[src/rtl/dn_pkg.sv]
package dn_pkg;
  typedef enum logic [1:0] {
    S_IDLE = 2'd0,
    S_REQ  = 2'd1,
    S_RECV = 2'd2
  } dn_state_e;

  // byte offsets of the directory node fields within a block
  localparam int OFS_FLAGS = 0;
  localparam int OFS_NEXT  = 1;
  localparam int OFS_CHILD = 5;
  localparam int OFS_NLEN  = 13;
  localparam int OFS_NAME  = 14;
  localparam int PTR_BYTES = 4;
  localparam int FLAG_DIR  = 0;
endpackage

[src/rtl/dn_name_rom.sv]
module dn_name_rom #(
  parameter int NAME_LEN = 7,
  parameter logic [NAME_LEN*8-1:0] NAME_STR = "bootimg",
  parameter int IDX_W = 9
) (
  input  logic [IDX_W-1:0] idx_i,
  output logic [7:0]       chr_o
);
  localparam int RIDX_W = (NAME_LEN > 1) ? $clog2(NAME_LEN) : 1;

  logic [7:0] rom [NAME_LEN];

  // first character sits in the most significant byte of the string
  for (genvar g = 0; g < NAME_LEN; g++) begin : g_rom
    assign rom[g] = NAME_STR[(NAME_LEN-1-g)*8 +: 8];
  end

  always_comb begin
    if (idx_i < IDX_W'(NAME_LEN)) chr_o = rom[idx_i[RIDX_W-1:0]];
    else                           chr_o = 8'h00;
  end
endmodule

[src/rtl/dn_node_parser.sv]
module dn_node_parser
  import dn_pkg::*;
#(
  parameter int BLOCK_BYTES = 512,
  parameter int NAME_LEN    = 7,
  parameter logic [NAME_LEN*8-1:0] NAME_STR = "bootimg",
  parameter int PTR_W       = 32
) (
  input  logic             clk,
  input  logic             rst_n,
  input  logic             clear_i,
  input  logic             vld_i,
  input  logic [7:0]       byte_i,
  output logic             last_o,
  output logic             miss_o,
  output logic [PTR_W-1:0] next_o,
  output logic [PTR_W-1:0] child_o
);
  localparam int CNT_W = $clog2(BLOCK_BYTES);
  localparam logic [CNT_W-1:0] C_LAST     = CNT_W'(BLOCK_BYTES - 1);
  localparam logic [CNT_W-1:0] C_FLAGS    = CNT_W'(OFS_FLAGS);
  localparam logic [CNT_W-1:0] C_NLEN     = CNT_W'(OFS_NLEN);
  localparam logic [CNT_W-1:0] C_NAME     = CNT_W'(OFS_NAME);
  localparam logic [CNT_W-1:0] C_NAME_END = CNT_W'(OFS_NAME + NAME_LEN);

  logic [CNT_W-1:0] cnt_q, cnt_d;
  logic             miss_q, miss_d;
  logic [PTR_W-1:0] next_q, next_d, child_q, child_d;
  logic [CNT_W-1:0] name_idx;
  logic [7:0]       rom_chr;

  assign name_idx = cnt_q - C_NAME;

  dn_name_rom #(.NAME_LEN(NAME_LEN), .NAME_STR(NAME_STR), .IDX_W(CNT_W)) u_rom (
    .idx_i(name_idx),
    .chr_o(rom_chr)
  );

  // pointer capture, one byte lane per position, least significant first
  for (genvar g = 0; g < PTR_BYTES; g++) begin : g_ptr
    always_comb begin
      next_d[g*8 +: 8]  = next_q[g*8 +: 8];
      child_d[g*8 +: 8] = child_q[g*8 +: 8];
      if (cnt_q == CNT_W'(OFS_NEXT + g))  next_d[g*8 +: 8]  = byte_i;
      if (cnt_q == CNT_W'(OFS_CHILD + g)) child_d[g*8 +: 8] = byte_i;
    end
  end

  always_comb begin
    cnt_d  = cnt_q + 1'b1;
    miss_d = miss_q;
    if (cnt_q == C_FLAGS && byte_i[FLAG_DIR]) miss_d = 1'b1;
    if (cnt_q == C_NLEN && byte_i != 8'(NAME_LEN)) miss_d = 1'b1;
    if (cnt_q >= C_NAME && cnt_q < C_NAME_END && byte_i != rom_chr) miss_d = 1'b1;
  end

  always_ff @(posedge clk or negedge rst_n) begin
    if (!rst_n) begin
      cnt_q   <= '0;
      miss_q  <= 1'b0;
      next_q  <= '0;
      child_q <= '0;
    end else if (clear_i) begin
      cnt_q  <= '0;
      miss_q <= 1'b0;
    end else if (vld_i) begin
      cnt_q   <= cnt_d;
      miss_q  <= miss_d;
      next_q  <= next_d;
      child_q <= child_d;
    end
  end

  // the name ends well before the last byte, so miss_q is final here
  assign last_o  = vld_i && (cnt_q == C_LAST);
  assign miss_o  = miss_q;
  assign next_o  = next_q;
  assign child_o = child_q;
endmodule

[src/rtl/dirnode_seeker.sv]
module dirnode_seeker
  import dn_pkg::*;
#(
  parameter int ADDR_W      = 32,
  parameter int BLOCK_BYTES = 512,
  parameter int NAME_LEN    = 7,
  parameter logic [NAME_LEN*8-1:0] NAME_STR = "bootimg"
) (
  input  logic              clk,
  input  logic              rst_n,
  input  logic              start_i,
  input  logic [ADDR_W-1:0] root_node_i,
  input  logic [ADDR_W-1:0] part_base_i,
  output logic              rd_req_o,
  output logic [ADDR_W-1:0] rd_addr_o,
  input  logic              byte_vld_i,
  input  logic [7:0]        byte_i,
  output logic              busy_o,
  output logic              done_o,
  output logic              err_o,
  output logic [ADDR_W-1:0] data_node_o
);
  dn_state_e         state_q, state_d;
  logic [ADDR_W-1:0] cur_q, cur_d, base_q, base_d, handle_q, handle_d;
  logic              done_q, done_d, err_q, err_d;
  logic              clear, last, miss;
  logic [ADDR_W-1:0] next_ptr, child_ptr;

  dn_node_parser #(
    .BLOCK_BYTES(BLOCK_BYTES), .NAME_LEN(NAME_LEN),
    .NAME_STR(NAME_STR), .PTR_W(ADDR_W)
  ) u_parse (
    .clk(clk), .rst_n(rst_n), .clear_i(clear),
    .vld_i(byte_vld_i && state_q == S_RECV), .byte_i(byte_i),
    .last_o(last), .miss_o(miss), .next_o(next_ptr), .child_o(child_ptr)
  );

  always_comb begin
    state_d  = state_q;
    cur_d    = cur_q;
    base_d   = base_q;
    handle_d = handle_q;
    done_d   = 1'b0;
    err_d    = 1'b0;
    clear    = 1'b0;
    unique case (state_q)
      S_IDLE: if (start_i) begin
        cur_d   = root_node_i;
        base_d  = part_base_i;
        state_d = S_REQ;
      end
      S_REQ: begin
        clear   = 1'b1;
        state_d = S_RECV;
      end
      S_RECV: if (last) begin
        if (!miss) begin
          done_d   = 1'b1;
          handle_d = child_ptr;
          state_d  = S_IDLE;
        end else if (next_ptr == '0) begin
          err_d   = 1'b1;
          state_d = S_IDLE;
        end else begin
          cur_d   = next_ptr;
          state_d = S_REQ;
        end
      end
      default: state_d = S_IDLE;
    endcase
  end

  always_ff @(posedge clk or negedge rst_n) begin
    if (!rst_n) begin
      state_q  <= S_IDLE;
      cur_q    <= '0;
      base_q   <= '0;
      handle_q <= '0;
      done_q   <= 1'b0;
      err_q    <= 1'b0;
    end else begin
      state_q  <= state_d;
      cur_q    <= cur_d;
      base_q   <= base_d;
      handle_q <= handle_d;
      done_q   <= done_d;
      err_q    <= err_d;
    end
  end

  assign rd_req_o    = (state_q == S_REQ);
  assign rd_addr_o   = base_q + cur_q;
  assign busy_o      = (state_q != S_IDLE);
  assign done_o      = done_q;
  assign err_o       = err_q;
  assign data_node_o = handle_q;
endmodule

[config.mk]
export PLATFORM = sky130hd
export DESIGN_NAME = dirnode_seeker
export DESIGN_NICKNAME = d
export VERILOG_FILES = /design/src/rtl/dn_pkg.sv /design/src/rtl/dn_name_rom.sv /design/src/rtl/dn_node_parser.sv /design/src/rtl/dirnode_seeker.sv
export SDC_FILE = /design/constraint.sdc
export NUM_CORES = 1
export LEC_CHECK = 0
export ABC_AREA = 1
export BUFFER_PORTS_ARGS = -buffer_cell sky130_fd_sc_hd__buf_2
export CAP_MARGIN = 10
export CORE_ASPECT_RATIO = 1.1
export CORE_UTILIZATION = 57
export DETAILED_ROUTE_END_ITERATION = 8
export PLACE_DENSITY = 0.8
export SLEW_MARGIN = 20
export SYNTH_ARGS = -nofsm -noshare
export SYNTH_HDL_FRONTEND = slang
export SYNTH_SLANG_ARGS = --single-unit
export TNS_END_PERCENT = 20
[constraint.sdc]
create_clock -name clk -period 3 [get_ports clk]
set_input_delay 0.3 -clock clk [delete_from_list [all_inputs] [get_ports clk]]
set_output_delay 0.3 -clock clk [all_outputs]
set_load 0.03 [all_outputs]
==> results of run 1 <==
[registers in the layout (all words and copies together) (netlist names), 2 cells and up]
name / count
u_parse.cnt_q: 9
data_node_o: 32
u_parse.child_o: 32
base_q: 32
state_q: 2
u_parse.next_o: 32
cur_q: 32
[final cells by class]
class	count	area (sq um)	share of cell area (%)
sequential	174	4354	40.82
multi-input combinational	787	4319	40.49
timing repair buffer	161	908.4	8.516
clock buffer	18	439.2	4.117
inverter	72	272.8	2.557
tap	196	245.2	2.299
clock inverter	14	127.6	1.196
[placed cells by master (no fill, tap or decap), types with 5 or more instances in the layout]
cell | Yosys | final
dfrtp_1 | 174 | 174
buf_2 | 9 | 137
inv_2 | 5 | 6
a21oi_2 | 2 | 6
nor3_1 | 10 | 10
ha_1 | 40 | 36
inv_8 | 0 | 5
xor2_1 | 21 | 21
nand3_1 | 30 | 29
mux2_2 | 31 | 31
a21oi_1 | 39 | 34
nand2_1 | 340 | 338
clkbuf_16 | 0 | 17
a31oi_1 | 35 | 34
xnor2_1 | 7 | 7
nand4_1 | 14 | 14
nor4_1 | 11 | 10
nor2_1 | 80 | 79
o21ai_0 | 93 | 91
o21ai_1 | 6 | 5
buf_4 | 2 | 15
inv_1 | 65 | 64
[report_power, final]
part           switching (W)  internal, W  leakage [nW]
Clock                0.00101      0.00112         0.275
Sequential          0.000365      0.00277          2.32
Combinational       0.000686     0.000419          3.10
Total                0.00206      0.00430          5.70
[timing repair]
action,CTS,global route
resized for setup,7,29
hold buffers,1,0
pin swaps,1,4
endpoints found under the setup margin,9,16
endpoints found under the hold margin,53,0
setup buffers,0,8
[critical path: cells and delay by family (launching register included)]
kind,cells,cell delay (ns)
compound gates,2,0.41
flops,1,0.41
simple gates,6,0.60
fa+ha+maj,1,0.38
xor+xnor,1,0.16
buf+inv,2,0.29
[kinds of logic after synthesis]
group,after synthesis,synth area share [%]
multiplexers,31,3.880
adder cells (fa/ha/maj),41,5.786
XOR/XNOR,28,2.726
flip-flops,174,48.40
AND/OR/NAND/NOR,494,22.52
AO/OA/AOI/OAI,193,11.91
buffers and inverters,103,4.784
[how the worst max path moves through the flow]
stage / startpoint / endpoint / slack (ns) / cells past startpoint
after global placement: cur_q[0] / rd_addr_o[22] / 0.38 / 15
after CTS: cur_q[0] / rd_addr_o[22] / -0.04 / 15
after global routing: cur_q[6] / rd_addr_o[21] / -0.10 / 12
after detailed placement: cur_q[0] / rd_addr_o[22] / 0.28 / 15
final: cur_q[6] / rd_addr_o[21] / 0.01 / 12
after floorplan: cur_q[0] / rd_addr_o[30] / 0.45 / 11
[layer usage]
layer | wire (um) | up-vias
li1 | - | 3827
met3 | 1304 | 47
met1 | 10320 | 3784
met4 | 554 | 2
met2 | 11570 | 303
met5 | 13 | -
[stage by stage]
stage	TNS [ns]	hold WS (ns)	total power (W)	std cells	setup WS, ns
after floorplan	0	0.004409	0.003855	1064	0.4523
after global placement	0	0.2999	0.004185	1381	0.3754
after detailed placement	0	0.2969	0.004253	1381	0.2787
after CTS	-0.03684	0.08266	0.006378	1414	-0.03530
after global routing	-0.6264	0.08380	0.006710	1422	-0.1021
final	0	0.09646	0.006364	1422	0.01498
==> results.md, run 1 <==
* #FFs+latches synth at 174
* Initial Util at 59.07%
* Final cycle utilization of the critical path at 99.50%
* Worst-path maximum fanout at 4
* Leakage at 5.701 nW
* FILL cells at 1211
* Minimum clock period at 2.985 ns
* Post-synth top area share at 48.40%
* Core area at 15230 sq um
* M1 GR Usage at 40.32%
* Die W at 121.8 um
* Sequential area share after synthesis at 48.40%
* Layout cell share with drive strength beyond 1 at 21.62%
* Yosys top cell by area: dfrtp_1
* Fin area at 10670 sq um
* Post-Route Utilization at 70.03%
* IO buf count at 143
* Final-report hold violation count at 0
* R2R Setup Slk at 0.46 ns
* Cts bufs inserted at 17
* Final setup vio count at 0
* Most frequent cells after synthesis: nand2_1 (340), dfrtp_1 (174), o21ai_0 (93)
* Ordered list of cells on the worst path: ha_1, nand2_1, nor2_1, inv_1, o21ai_4, a21o_1, nand2_1, nand2_1, nand2_1, nand2_1, xor2_1, clkbuf_4
* Max H-tree Level at 4
* Hold Path Sink: base_q[7]
* Cell Area, Synth at 8996 sq um
* Worst Reg-to-Reg Cells at 15
* Vias per cell at 5.600
* Worst slew pin tran at 0.6013 ns
* Worst flop-to-flop path startpoint: u_parse.cnt_q[1]
* GRT overflow at 0
* Max Slew Vio Count at 0
* Full die area at 16290 sq um
* Top Usage Layer GRT: met2
* Gate Count Post-Synth at 1064
* Worst Path Arrival at 2.69 ns
* RSZ-0062 raised after global routing: true
* Hold Path Class: input port to flop
* Ys async rst share at 100.0%
* Pwr per Cell Area at 596.6 nW/um^2
* Type of origin of the critical path: flop
* Pin count of the biggest net entering global routing at 67
* Final estimated routing congestion in global placement at 1.003
* Worst EP required at 2.70 ns
* CP dominant cell by count: nand2_1
* Clock Skew at 0.01184 ns
* Post-synth EDFFs at 0
* Mapped Nets at 1181
* CTS Root Cell: clkbuf_16
* Layout Area Growth over Synthesis at 18.57%
* Min-delay src: part_base_i[7]
* Wirelength, routed at 23760 um
* Crit. End Element: output port
* GR met2 Demand/Resource at 49.40%
* Max Freq at 335.0 MHz
* TritonCTS Sinks at 174
* Hold Path Cell Cnt at 2
* ANT cells at 0
* Detail Route Antenna Nets at 0
* Initial DRC Count at 593
* HPWL after DPL at 16840 um
* Tot GR Track Use at 30.16%
* DRC at 0
* Maxcap violations at 0
* Longest Clk Path Bufs at 2
* Clk slew on worst S/H paths at 0.07 ns
* Die height at 133.8 um
* Setup Crit Path Kind: flop to output port
* Max_slew headroom at 59.80%
* Ports at 144
* Ys flop type: dfrtp_1
* Area after DPL at 9898 sq um
* CTS tree: built
* Max rail drop VDD at 506.4 uV
* Met3 Track Usage GR at 5.522%
* Slowest CP cell: dfrtp_1
* Top-count cell post-synth: nand2_1
* Number of antenna violations at the first check in global routing at 1
* First-pass GRT wire length at 37540 um
* Yosys warns at 0
* Nets at 1330
* # rows at 47
* Syn Area/Cell at 8.455 sq um
* Status: finished, final reports clean
* Synth cell types at 43
* Reg-to-reg endpoint: cur_q[17]
* Clk Latency, worst-skew pair at 0.43 ns
* Vias at 7963
* Wire length per cell at 16.71 um
* CP max stage delay at 0.41 ns
* Vias in the first global route at 7534
* Drt first pass iters at 6
* Area contributors post-synth: dfrtp_1 (48%), nand2_1 (14%), ha_1 (5.6%)
Power figures use the tool's default switching activity.
==> run 2: changes to the inputs <==
--- a/config.mk
+++ b/config.mk
@@ -11,7 +11,7 @@
 export CORE_ASPECT_RATIO = 1.1
 export CORE_UTILIZATION = 57
 export DETAILED_ROUTE_END_ITERATION = 8
-export PLACE_DENSITY = 0.8
+export PLACE_DENSITY = 0.87
 export SLEW_MARGIN = 20
 export SYNTH_ARGS = -nofsm -noshare
 export SYNTH_HDL_FRONTEND = slang
==> results.md, run 2 (synthesis results as in run 1) <==
* Status: finished, final reports clean
* Crit. End Element: output port
* Vias at 8173
* Layout cell share with drive strength beyond 1 at 22.27%
* Nets at 1330
* R2R Setup Slk at 0.45 ns
* Design internal power at 0.004333 W
* Leakage at 5.703 nW
* Worst-path maximum fanout at 5
* Clk Latency, worst-skew pair at 0.43 ns
* Vias per cell at 5.743
* Ordered list of cells on the worst path: ha_2, nand2_1, nor4_2, buf_4, nand3_1, nand3_1, a21oi_1, xnor2_1, clkbuf_4
* Maxcap violations at 0
* Final Non-Filler Cells at 1423
* M1 GR Usage at 40.32%
* Final cycle utilization of the critical path at 99.47%
* RSZ-0062 raised after global routing: true
* Max_slew headroom at 49.04%
* Pin count of the biggest net entering global routing at 84
* TritonCTS Sinks at 174
* Wire length per cell at 17.31 um
* Power consumption at 0.006452 W
* First-pass GRT wire length at 38720 um
* Detail Route Antenna Nets at 0
* Logic pwr share at 17.1%
* CTS tree: built
* GRT overflow at 0
* Initial Util at 59.07%
* DRC at 0
* Drt first pass iters at 5
* Seq pwr share at 48.6%
* Worst EP required at 2.70 ns
* Core area at 15230 sq um
* Sw frac at 32.83%
* Most common cell after layout, fill and taps aside: nand2_1
* Placed Cells at 1380
* Clk slew on worst S/H paths at 0.08 ns
* Type of origin of the critical path: flop
* Max H-tree Level at 4
* Max Slew Vio Count at 0
* Dpl ws at 0.3081 ns
* Wirelength, routed at 24630 um
* Final-report hold violation count at 0
* CP dominant cell by count: nand3_1
* Number of antenna violations at the first check in global routing at 1
* Cts bufs inserted at 17
* Hold Path Class: input port to flop
* Clock power share at 34.3%
* Worst Path Arrival at 2.68 ns
* Max rail drop VDD at 481.1 uV
* Ports at 144
* Clock Skew at 0.01576 ns
* Most frequent cells in the layout: nand2_1 (337), dfrtp_1 (174), buf_2 (136)
* Die W at 121.8 um
* Die height at 133.8 um
* # rows at 47
* Final setup vio count at 0
* CP max stage delay at 0.42 ns
* Slowest CP cell: dfrtp_1
* Met3 Track Usage GR at 5.265%
* Pwr per Cell Area at 597.7 nW/um^2
* Setup ws final at 0.01582 ns
* Final estimated routing congestion in global placement at 1.023
* Max Freq at 335.1 MHz
* Worst slew pin tran at 0.7644 ns
* Full die area at 16290 sq um
* Switching pwr at 0.002118 W
* Top Usage Layer GRT: met2
* HPWL after DPL at 17120 um
* Initial DRC Count at 599
* Longest Clk Path Bufs at 2
* Layout Area Growth over Synthesis at 20.00%
* Vias in the first global route at 7897
* CTS Root Cell: clkbuf_16
* Setup Crit Path Kind: flop to output port
* GR met2 Demand/Resource at 50.50%
* IO buf count at 143
* Tot GR Track Use at 31.00%
* Minimum clock period at 2.984 ns
-- run 2: cell count changes in the layout (fill, tap and decap cells not counted), moves of 3 or more --
cell	previous run	this run
clkinv_2	3	0
clkinv_8	1	5
clkinvlp_4	3	0
ha_1	36	31
ha_4	1	5
-- run 2: metal layers --
layer / part of all wire, % / routed length (um)
met5: 0 / 0
met1: 42 / 10280
met3: 6.4 / 1587
met4: 3.4 / 833
met2: 48 / 11920
-- run 2: final timing paths --
check	start	endpoint	cells after the start
worst min-delay path	part_base_i[4]	base_q[4]	2
worst max register to register	u_parse.cnt_q[1]	cur_q[17]	15
worst max-delay path	cur_q[19]	rd_addr_o[27]	9
min in group asynchronous	rst_n	u_parse.cnt_q[1]	2
max in group asynchronous	rst_n	u_parse.next_o[18]	3
worst min register to register	data_node_o[19]	data_node_o[19]	2
-- run 2: stage by stage --
step	hold slack [ns]	utilization, %	TNS [ns]	area, sq um
after global routing	0.09429	70.86	-0.2530	10790
after global placement	0.4022	64.94	0	9891
after floorplan	0.004409	-	0	8996
final	0.1036	70.88	0	10800
after detailed placement	0.4065	64.94	0	9891
after CTS	0.09299	69.11	0	10530
-- run 2: cell type report --
| type | count | area, sq um |
|---|---|---|
| Fill cell | 1105 | 4436 |
| Multi-Input combinational cell | 787 | 4403 |
| Sequential cell | 174 | 4354 |
| Timing Repair Buffer | 161 | 910.9 |
| Clock buffer | 18 | 439.2 |
| Inverter | 72 | 272.8 |
| Tap cell | 196 | 245.2 |
| Clock inverter | 14 | 167.7 |
| Antenna cell | 1 | 2.502 |
-- run 2: what timing repair did --
item                                    4_1_cts  5_1_grt
setup buffers                                 0        9
endpoints found under the hold margin        80        0
pin swaps                                     1       13
resized for setup                             5       48
cloned                                        0        0
hold buffers                                  1        0
endpoints found under the setup margin       11       15
-- run 2: critical path: cells and delay by family, from the launching register on --
family	cells	cell delay, ns
flip-flops	1	0.42
adder cells (fa/ha/maj)	1	0.40
AO/OA/AOI/OAI	1	0.11
AND/OR/NAND/NOR	4	0.72
XOR/XNOR	1	0.20
buffers and inverters	2	0.39
-- run 2: power groups by stage --
stage          combinational (W)  sequential (W)  clock [W]
2_1_floorplan           0.000817         0.00304          0
3_3_place_gp             0.00103         0.00314          0
3_5_place_dp             0.00108         0.00315          0
4_1_cts                  0.00111         0.00312    0.00222
5_1_grt                  0.00128         0.00318    0.00232
6_report                 0.00111         0.00313    0.00221
